## src/rtl/pwmc_pkg.sv

```systemverilog
package pwmc_pkg;

  // Level the output stage is asked to take in a cycle
  typedef enum logic [1:0] {
    LVL_KEEP  = 2'd0,
    LVL_IDLE  = 2'd1,   // pin equals polarity input
    LVL_DRIVE = 2'd2    // pin equals inverted polarity input
  } pin_lvl_e;

  localparam int unsigned SEL_DUTY   = 0;
  localparam int unsigned SEL_PERIOD = 1;
  localparam int unsigned NUM_CMP    = 2;

endpackage

```

## src/rtl/pwmc_match_pair.sv

```systemverilog
module pwmc_match_pair #(
  parameter int unsigned W       = 16,
  parameter int unsigned RST_VAL = 0
) (
  input  logic         clk,
  input  logic         rst_n,
  input  logic         wr_i,
  input  logic [W-1:0] wr_data_i,
  input  logic         load_i,
  output logic [W-1:0] shadow_o,
  output logic [W-1:0] active_o
);

  localparam logic [W-1:0] RST_WORD = W'(RST_VAL);

  logic [W-1:0] shadow_q, shadow_d;
  logic [W-1:0] active_q, active_d;
  logic         shadow_en, active_en;

  always_comb begin
    shadow_en = wr_i;
    shadow_d  = wr_data_i;
    active_en = load_i;
    active_d  = shadow_q;
  end

  always_ff @(posedge clk or negedge rst_n) begin
    if (!rst_n) begin
      shadow_q <= RST_WORD;
      active_q <= RST_WORD;
    end else begin
      if (shadow_en) shadow_q <= shadow_d;
      if (active_en) active_q <= active_d;
    end
  end

  assign shadow_o = shadow_q;
  assign active_o = active_q;

endmodule

```

## src/rtl/pwmc_timebase.sv

```systemverilog
module pwmc_timebase #(
  parameter int unsigned W = 16
) (
  input  logic         clk,
  input  logic         rst_n,
  input  logic         tick_i,
  input  logic         restart_i,
  input  logic [W-1:0] duty_i,
  input  logic [W-1:0] period_i,
  output logic [W-1:0] cnt_o,
  output logic         duty_hit_o,
  output logic         period_hit_o
);

  localparam logic [W-1:0] CNT_START = W'(1);

  logic [W-1:0] cnt_q, cnt_d;
  logic         cnt_en;
  logic         duty_hit, period_hit;

  always_comb begin
    duty_hit   = tick_i && (cnt_q == duty_i);
    period_hit = tick_i && (cnt_q == period_i);
    cnt_en     = tick_i || restart_i;
    if (restart_i || period_hit) cnt_d = CNT_START;
    else                         cnt_d = cnt_q + CNT_START;
  end

  always_ff @(posedge clk or negedge rst_n) begin
    if (!rst_n)      cnt_q <= CNT_START;
    else if (cnt_en) cnt_q <= cnt_d;
  end

  assign cnt_o        = cnt_q;
  assign duty_hit_o   = duty_hit;
  assign period_hit_o = period_hit;

endmodule

```

## src/rtl/pwmc_outstage.sv

```systemverilog
module pwmc_outstage
  import pwmc_pkg::*;
(
  input  logic clk,
  input  logic rst_n,
  input  logic pol_i,
  input  logic disable_i,
  input  logic force_duty_i,
  input  logic force_period_i,
  input  logic duty_hit_i,
  input  logic period_hit_i,
  input  logic flag_on_duty_i,
  input  logic flag_clr_i,
  output logic pin_o,
  output logic flag_o
);

  pin_lvl_e lvl_sel;
  logic     pin_q, pin_d, pin_en;
  logic     flag_q, flag_d, flag_en;
  logic     flag_set;

  // Priority: disable > force period > force duty > period match > duty match
  always_comb begin
    if (disable_i)           lvl_sel = LVL_IDLE;
    else if (force_period_i) lvl_sel = LVL_DRIVE;
    else if (force_duty_i)   lvl_sel = LVL_IDLE;
    else if (period_hit_i)   lvl_sel = LVL_DRIVE;
    else if (duty_hit_i)     lvl_sel = LVL_IDLE;
    else                     lvl_sel = LVL_KEEP;
  end

  always_comb begin
    pin_en = (lvl_sel != LVL_KEEP);
    case (lvl_sel)
      LVL_IDLE:  pin_d = pol_i;
      LVL_DRIVE: pin_d = ~pol_i;
      default:   pin_d = pin_q;
    endcase
  end

  always_comb begin
    flag_set = period_hit_i || (duty_hit_i && flag_on_duty_i);
    flag_en  = flag_set || flag_clr_i;
    flag_d   = flag_set;
  end

  always_ff @(posedge clk or negedge rst_n) begin
    if (!rst_n) begin
      pin_q  <= 1'b0;
      flag_q <= 1'b0;
    end else begin
      if (pin_en)  pin_q  <= pin_d;
      if (flag_en) flag_q <= flag_d;
    end
  end

  assign pin_o  = pin_q;
  assign flag_o = flag_q;

endmodule

```

## src/rtl/pwm_shadow_channel.sv

```systemverilog
module pwm_shadow_channel
  import pwmc_pkg::*;
#(
  parameter int unsigned W = 16
) (
  input  logic         clk,
  input  logic         rst_n,
  input  logic         tick_i,
  input  logic         wr_a_i,
  input  logic         wr_b_i,
  input  logic [W-1:0] wr_data_i,
  input  logic         force_a_i,
  input  logic         force_b_i,
  input  logic         odis_en_i,
  input  logic         odis_i,
  input  logic         pol_i,
  input  logic         flag_on_a_i,
  input  logic         flag_clr_i,
  output logic         pin_o,
  output logic         flag_o
);

  // Reset: asserted asynchronously, released through two flops
  logic rst_s1, rst_s2;
  always_ff @(posedge clk or negedge rst_n) begin
    if (!rst_n) begin
      rst_s1 <= 1'b0;
      rst_s2 <= 1'b0;
    end else begin
      rst_s1 <= 1'b1;
      rst_s2 <= rst_s1;
    end
  end

  logic         rst_int_n;
  logic [NUM_CMP-1:0] wr_vec;
  logic [W-1:0] shadow_q [NUM_CMP];
  logic [W-1:0] active_q [NUM_CMP];
  logic [W-1:0] cnt;
  logic         a_hit, b_hit;
  logic         disable_act;

  assign rst_int_n   = rst_s2;
  assign wr_vec      = {wr_b_i, wr_a_i};
  assign disable_act = odis_en_i && odis_i;

  for (genvar g = 0; g < NUM_CMP; g++) begin : g_cmp
    localparam int unsigned RV = (g == SEL_PERIOD) ? 1 : 0;
    pwmc_match_pair #(.W(W), .RST_VAL(RV)) u_pair (
      .clk       (clk),
      .rst_n     (rst_int_n),
      .wr_i      (wr_vec[g]),
      .wr_data_i (wr_data_i),
      .load_i    (b_hit),
      .shadow_o  (shadow_q[g]),
      .active_o  (active_q[g])
    );
  end

  logic [W-1:0] a_shadow, b_shadow, a_active, b_active;
  assign a_shadow = shadow_q[SEL_DUTY];
  assign b_shadow = shadow_q[SEL_PERIOD];
  assign a_active = active_q[SEL_DUTY];
  assign b_active = active_q[SEL_PERIOD];

  pwmc_timebase #(.W(W)) u_tb (
    .clk          (clk),
    .rst_n        (rst_int_n),
    .tick_i       (tick_i),
    .restart_i    (force_b_i),
    .duty_i       (a_active),
    .period_i     (b_active),
    .cnt_o        (cnt),
    .duty_hit_o   (a_hit),
    .period_hit_o (b_hit)
  );

  pwmc_outstage u_out (
    .clk            (clk),
    .rst_n          (rst_int_n),
    .pol_i          (pol_i),
    .disable_i      (disable_act),
    .force_duty_i   (force_a_i),
    .force_period_i (force_b_i),
    .duty_hit_i     (a_hit),
    .period_hit_i   (b_hit),
    .flag_on_duty_i (flag_on_a_i),
    .flag_clr_i     (flag_clr_i),
    .pin_o          (pin_o),
    .flag_o         (flag_o)
  );

endmodule

```

## config.mk

```make
export PLATFORM = sky130hd
export DESIGN_NAME = pwm_shadow_channel
export DESIGN_NICKNAME = d
export VERILOG_FILES = /design/src/rtl/pwmc_pkg.sv /design/src/rtl/pwmc_match_pair.sv /design/src/rtl/pwmc_timebase.sv /design/src/rtl/pwmc_outstage.sv /design/src/rtl/pwm_shadow_channel.sv
export SDC_FILE = /design/constraint.sdc
export NUM_CORES = 1
export LEC_CHECK = 0
export BUFFER_PORTS_ARGS = -buffer_cell sky130_fd_sc_hd__buf_2
export CAP_MARGIN = 20
export CORE_MARGIN = 1.5
export CORE_UTILIZATION = 35
export CTS_CLUSTER_SIZE = 8
export DETAILED_ROUTE_END_ITERATION = 10
export GPL_ROUTABILITY_DRIVEN = 0
export PLACE_DENSITY = 0.61
export SLEW_MARGIN = 15
export SYNTH_ARGS = -nofsm -noshare
export SYNTH_HDL_FRONTEND = slang
export SYNTH_HIERARCHICAL = 1
export SYNTH_SLANG_ARGS = --single-unit
```

## constraint.sdc

```tcl
create_clock -name clk -period 2.7 [get_ports clk]
set_clock_uncertainty 0.05 [all_clocks]
set_input_delay 0.54 -clock clk [delete_from_list [all_inputs] [get_ports clk]]
set_output_delay 0.54 -clock clk [all_outputs]
set_load 0.02 [all_outputs]
```

==> Word-level counts from Yosys, hierarchy flattened <==
Index checks and enable logic that the tools add are counted.
{ "classes": {"addsub": 1, "n_mul": 0, "n_div": 0, "n_lt_le_gt_ge": 0, "eq_ne": 4, "shift": 0, "n_mux": 7, "bitwise": 1, "n_reduce_logical": 11} }
{ "ops": {"columns": ["operator", "count"], "rows": [
  ["$eq 16x16->1", 2],
  ["$add 16x1->16 const B", 1],
  ["$mux 16", 1],
  ["$mux 2", 4],
  ["$logic_and 1x1->1", 4],
  ["$logic_or 1x1->1", 4],
  ["$reduce_bool 2->1", 2],
  ["$eq 2x1->1 const B", 1],
  ["$eq 2x2->1 const B", 1],
  ["$pmux 1 s2", 1],
  ["$reduce_and 2->1", 1],
  ["$mux 1", 1],
  ["$not 1->1", 1]
]} }
{ "word_totals": {"regBits": 84, "latch_bits": 0, "ram_bits": 0, "rom_bits": 0, "in_bits": 28, "output_inout_bits": 2, "mem_count": 0} }

==> Depth between registers and ports, before layout <==
{ "depth": {"depth_word": 10, "mapped_depth": 12} }

==> Modules after synthesis <==
Netlist, hierarchy kept.
{ "modules_own_cells": {"columns": ["mod", "instances", "cells_each", "area_per_inst_um2"], "rows": [
  ["pwmc_timebase", 1, 141, 1363.8],
  ["pwmc_match_pair (g_cmp[1].u_pair)", 1, 68, 1301.2],
  ["pwmc_match_pair (g_cmp[0].u_pair)", 1, 68, 1298.7],
  ["pwmc_outstage", 1, 15, 121.4],
  ["pwm_shadow_channel", 1, 4, 60.1]
]} }

==> Least setup slack after synthesis <==
OpenSTA, ideal clock, no wires.
{ "synth_timing": {"kind": "reg-to-reg", "from": "register u_tb.cnt_q[0] (netlist: u_tb/cnt_o[0])", "to": "register u_out.pin_q (netlist: u_out/pin_o)", "setup_ns": 0.126, "t_arrival_ns": 2.302, "required_ns": 2.524, "slack_ns": 0.222, "stages_incl_launch_ff": 12, "path_cell_list": "dfstp_2 xnor2_1 nand4_1 nor4_4 buf_6 and2_1 nand2b_1 a21oi_1 nor2_1 ha_1 nand2_1 o21ai_0"} }
{ "synth_via": {"word_cells_on_any_way": 15} }
{ "synth_lines": {"columns": ["element", "line_no", "source"], "rows": [
  ["start: declaration", "pwmc_timebase.sv:17", "logic [W-1:0] cnt_q, cnt_d;"],
  ["start signal: assignment", "pwmc_timebase.sv:31", "else if (cnt_en) cnt_q <= cnt_d;"],
  ["$eq 16x16->1 (*)", "pwmc_timebase.sv:23", "period_hit = tick_i && (cnt_q == period_i);"],
  ["$logic_and 1x1->1 (*)", "pwmc_timebase.sv:23", null],
  ["net b_hit", "pwm_shadow_channel.sv:40", "logic a_hit, b_hit;"],
  ["$mux 2 (*)", "pwmc_outstage.sv:28", "else if (period_hit_i) lvl_sel = LVL_DRIVE;"],
  ["$mux 2 (*)", "pwmc_outstage.sv:27", "else if (force_duty_i) lvl_sel = LVL_IDLE;"],
  ["$mux 2 (*)", "pwmc_outstage.sv:26", "else if (force_period_i) lvl_sel = LVL_DRIVE;"],
  ["$mux 2 (*)", "pwmc_outstage.sv:25", "if (disable_i) lvl_sel = LVL_IDLE;"],
  ["$eq 2x1->1 / $eq 2x2->1 (equally long branches)", "pwmc_outstage.sv:35", "case (lvl_sel)"],
  ["$reduce_bool 2->1 (no source line)", null, null],
  ["$reduce_and 2->1 (no source line)", null, null],
  ["end signal: assignment", "pwmc_outstage.sv:53", "if (pin_en) pin_q <= pin_d;"],
  ["end: declaration", "pwmc_outstage.sv:19", "logic pin_q, pin_d, pin_en;"]
]} }
The timed path passes the listed nets; every way through them passes the cells marked *.
A chain may end at the register's enable or synchronous reset.

==> Worst setup path in the final report <==
{ "layout_timing": {"from": "register u_tb.cnt_q[0] (netlist: u_tb/cnt_o[0])", "to": "register u_out.pin_q (netlist: u_out/pin_o)"} }
{ "layout_via": {"elab_chain_len": 10, "word_cells_on_any_way": 15} }
{ "layout_rtl": {"columns": ["element", "line_no", "source"], "rows": [
  ["$eq 16x16->1 (*)", "pwmc_timebase.sv:22", "duty_hit = tick_i && (cnt_q == duty_i);"],
  ["$logic_and 1x1->1 (*)", "pwmc_timebase.sv:22", null],
  ["net a_hit", "pwm_shadow_channel.sv:40", null],
  ["$mux 1 (*)", "pwmc_outstage.sv:29", "else if (duty_hit_i) lvl_sel = LVL_IDLE;"],
  ["$mux 2 (*)", "pwmc_outstage.sv:28", null],
  ["$mux 2 (*)", "pwmc_outstage.sv:27", null],
  ["$mux 2 (*)", "pwmc_outstage.sv:26", null],
  ["$mux 2 (*)", "pwmc_outstage.sv:25", null],
  ["$eq 2x1->1 / $eq 2x2->1 (equally long branches)", "pwmc_outstage.sv:35", null],
  ["$reduce_bool 2->1 (no source line)", null, null],
  ["$reduce_and 2->1 (no source line)", null, null]
]} }
Marked as above.

==> results_dict.tcl <==
set metrics [dict create \
    maxSlewViolCount 0 \
    rows 39 \
    area_overhead_vs_synth_pct 10.62 \
    yosys-top-cells-count "sky130_fd_sc_hd__dfrtp_1 (81), sky130_fd_sc_hd__mux2_4 (40), sky130_fd_sc_hd__xnor2_1 (38)" \
    crit_path_launch_type "flop" \
    synthesis.yosys.warnings 6 \
    num_io_pins 30 \
    vias_per_cell 4.917 \
    synth.area.top_cells "sky130_fd_sc_hd__dfrtp_1 (49%), sky130_fd_sc_hd__mux2_4 (14%), sky130_fd_sc_hd__xnor2_1 (8.0%), sky130_fd_sc_hd__mux2_2 (6.5%), sky130_fd_sc_hd__a211oi_1 (2.2%)" \
    dieHeight_um 111.8 \
    most_used_layer_global_route "met2" \
    initial_utilization 0.3615 \
    dr_total_vias 2306 \
    gr-usage-met2 0.1996 \
    sequential_element_share_of_the_synthesized_area 0.5080 \
    synthesized_area_per_cell_um2 14.00 \
    cts-htree-levels 3 \
    num-nets-final 351 \
    async_reset_ff_frac 1.000 \
    core_region_area_um2 11470 \
    port-buffer-count 29 \
    holdBufCountCts 1 \
    tritoncts "built" \
    critPathKind "flop to flop" \
    synth-seq-cells 84 \
    unrepaired_setup_endpoints_after_global_routing "no" \
    pin_count_of_the_biggest_net_entering_global_routing 39 \
    post-dp-hpwl_um 5437 \
    grt_pass1_vias 2406 \
    floorplan.die_area_um2 12500 \
    cp_data_arrival_time_ns 2.65 \
    share_of_layout_cells_above_drive_strength_1 0.3957 \
    ff2ff_path_depth 10 \
    synth.net_count 326 \
    fmaxAchievable_ghz 0.4028 \
    ant_nets 0 \
    total_negative_slack_for_setup_checks_ns 0 \
    die_width_um 111.8 \
    first_pass_iters 4 \
    nFillCells 1048 \
    post-synth-top-area-cell "sky130_fd_sc_hd__dfrtp_1" \
    timing.final.setup_violations 0 \
    grtUsageMet1 0.1826 \
    timing.final.crit_share 0.9194 \
    power_density_nw_per_um2 792.4 \
    routed_wirelength_um 7593 \
    maxCapViolCount 0 \
    drtIter0Drc 131 \
    antenna_found_initial 0 \
    grtUsageTotal 0.1306 \
    synth_edf_count 0 \
    postCtsSetupBuffers 0 \
    status "completed" \
    clk_path_buf_depth 2 \
    cts_sinks 84 \
    timing.reg2reg.setup_slack_ns 0.22 \
    tightest_slew_ns 0.6742 \
    insertedDiodeCount 0 \
    crit_required_ns 2.87 \
    yosysMostFrequentCell "sky130_fd_sc_hd__dfrtp_1" \
    cellLeakagePower_nw 1.909 \
    cts_buf_count 9 \
    r2r_end "u_out/pin_o" \
    worstSkewPairLatency_ns 0.33 \
    use_met3 0.03321 \
    vdd.ir_drop.worst_mv 0.2773 \
    seq_area_um2 2110 \
    report.power.total_w 0.003634 \
    clk_pin_slew_ns 0.07 \
    post_syn_instances 296 \
    hold_slack_ns 0.2482 \
    clock-root-buffer "sky130_fd_sc_hd__clkbuf_16" \
    synth.cell_area_um2 4145 \
    detail_route.drc_violations 0 \
    min_path_type "flop to async pin" \
    critical_path.max_fanout 7 \
    synth_top_cell_area_share 0.4890 \
    worstReg2RegStart "u_tb/cnt_o[0]" \
    timing.slew.headroom 0.5485 \
    report.final.hold_viol_count 0 \
    first_pass_grt_wire_length_um 12840 \
    sort_of_element_at_the_end_of_the_critical_path "flop" \
    period_needed_ns 2.482 \
    yosysUniqueCellTypes 41 \
    multiInputGateArea_um2 1789 \
    ctsResizeCount 0 \
    ys_dominant_reg_cell "sky130_fd_sc_hd__dfrtp_1" \
    post_drt_wl_per_cell_um 16.19 \
    globalRouteOverflowTotal 0 \
]
## registers in the layout, indices dropped and copies added, names as in the netlist
signal / flops
g_cmp.u_pair/active_o: 32
u_out/flag_o: 1
u_tb/cnt_o: 16
rst_int_n: 1
g_cmp.u_pair/shadow_o: 32
u_out/pin_o: 1
rst_s1: 1
## critical path, cell delays in order (launching register included)
cell and delay [ns]:
sky130_fd_sc_hd__dfstp_2 0.61, sky130_fd_sc_hd__xor2_1 0.10, sky130_fd_sc_hd__nor4_1 0.31, sky130_fd_sc_hd__nand4_1 0.13, sky130_fd_sc_hd__nor4_1 0.41, sky130_fd_sc_hd__nand2b_1 0.11
sky130_fd_sc_hd__a21oi_1 0.17, sky130_fd_sc_hd__nor2_1 0.06, sky130_fd_sc_hd__ha_1 0.20, sky130_fd_sc_hd__xnor2_1 0.14, sky130_fd_sc_hd__o21ai_0 0.08
## area by class of cell
| type | count | share of cell area |
|---|---|---|
| sequential | 84 | 0.4600 |
| multi-input combinational | 182 | 0.3902 |
| clock inverter | 6 | 0.01064 |
| inverter | 8 | 0.006548 |
| tap | 143 | 0.03902 |
| clock buffer | 10 | 0.04993 |
| timing repair buffer | 36 | 0.04366 |
## kinds of logic (layout without fill, tap and decap cells)
kind of cell,after synthesis,count (layout),synth area share
compound gates,25,25,0.04558
fa+ha+maj,2,2,0.006036
flops,84,84,0.5080
mux,65,65,0.2128
simple gates,44,44,0.06731
buf+inv,30,60,0.06067
xor+xnor,45,45,0.09870
other cells,1,1,0.0009047
## worst max-delay path by stage
stage,from,end,slack [ns],cells past startpoint
2_1_floorplan,rst_int_n,g_cmp[0].u_pair/active_o[0],0.14,0
3_3_place_gp,u_tb/cnt_o[0],g_cmp[0].u_pair/active_o[4],0.35,6
3_5_place_dp,u_tb/cnt_o[0],u_out/pin_o,0.22,10
4_1_cts,u_tb/cnt_o[0],u_out/pin_o,0.22,10
5_1_grt,u_tb/cnt_o[0],u_out/pin_o,0.04,10
6_report,u_tb/cnt_o[0],u_out/pin_o,0.22,10
## routing by layer
metal  share of wire  vias up  wire [µm]
li1                -     1087          -
met1            0.49     1177       3749
met2            0.46       35       3499
met3           0.033        7        251
met4           0.012        0         93
met5               0        -          0
## cells in the final DEF, fill, tap and decap left out, types with 2 or more instances in the layout
cell / Yosys / final
sky130_fd_sc_hd__o21ai_0: 2 / 2
sky130_fd_sc_hd__nor2_1: 8 / 8
sky130_fd_sc_hd__clkinvlp_4: 0 / 3
sky130_fd_sc_hd__xnor2_2: 2 / 2
sky130_fd_sc_hd__dfstp_2: 3 / 3
sky130_fd_sc_hd__inv_6: 0 / 2
sky130_fd_sc_hd__nand2_1: 5 / 5
sky130_fd_sc_hd__nand4_1: 8 / 8
sky130_fd_sc_hd__mux2_4: 40 / 40
sky130_fd_sc_hd__a21oi_1: 4 / 4
sky130_fd_sc_hd__xor2_1: 5 / 5
sky130_fd_sc_hd__nor3_1: 6 / 6
sky130_fd_sc_hd__nand3_1: 3 / 3
sky130_fd_sc_hd__mux2_2: 24 / 24
sky130_fd_sc_hd__inv_1: 8 / 8
sky130_fd_sc_hd__dfrtp_1: 81 / 80
sky130_fd_sc_hd__nor4_2: 3 / 3
sky130_fd_sc_hd__buf_4: 2 / 6
sky130_fd_sc_hd__nor4_1: 2 / 2
sky130_fd_sc_hd__ha_1: 2 / 2
sky130_fd_sc_hd__xnor2_1: 38 / 38
sky130_fd_sc_hd__buf_2: 3 / 29
sky130_fd_sc_hd__clkbuf_16: 0 / 9
sky130_fd_sc_hd__a211oi_1: 12 / 12
sky130_fd_sc_hd__nand4_2: 2 / 2
## through the flow
| stage | util | cell area [µm²] | std cells | worst slack [ns] |
|---|---|---|---|---|
| 2_1_floorplan | - | 4145 | 296 | 0.1424 |
| 3_3_place_gp | 0.3748 | 4298 | 452 | 0.3503 |
| 3_5_place_dp | 0.3748 | 4298 | 452 | 0.2242 |
| 4_1_cts | 0.3999 | 4586 | 469 | 0.2191 |
| 5_1_grt | 0.3999 | 4586 | 469 | 0.03736 |
| 6_report | 0.3999 | 4586 | 469 | 0.2176 |
## where the power goes
group          internal (W)  switching (W)  total, W
Clock              0.000631       0.000504   0.00113
Combinational      0.000476       0.000285  0.000761
Sequential          0.00152       0.000216   0.00174
Total               0.00263        0.00100   0.00363
Power figures use the tool's default switching activity.
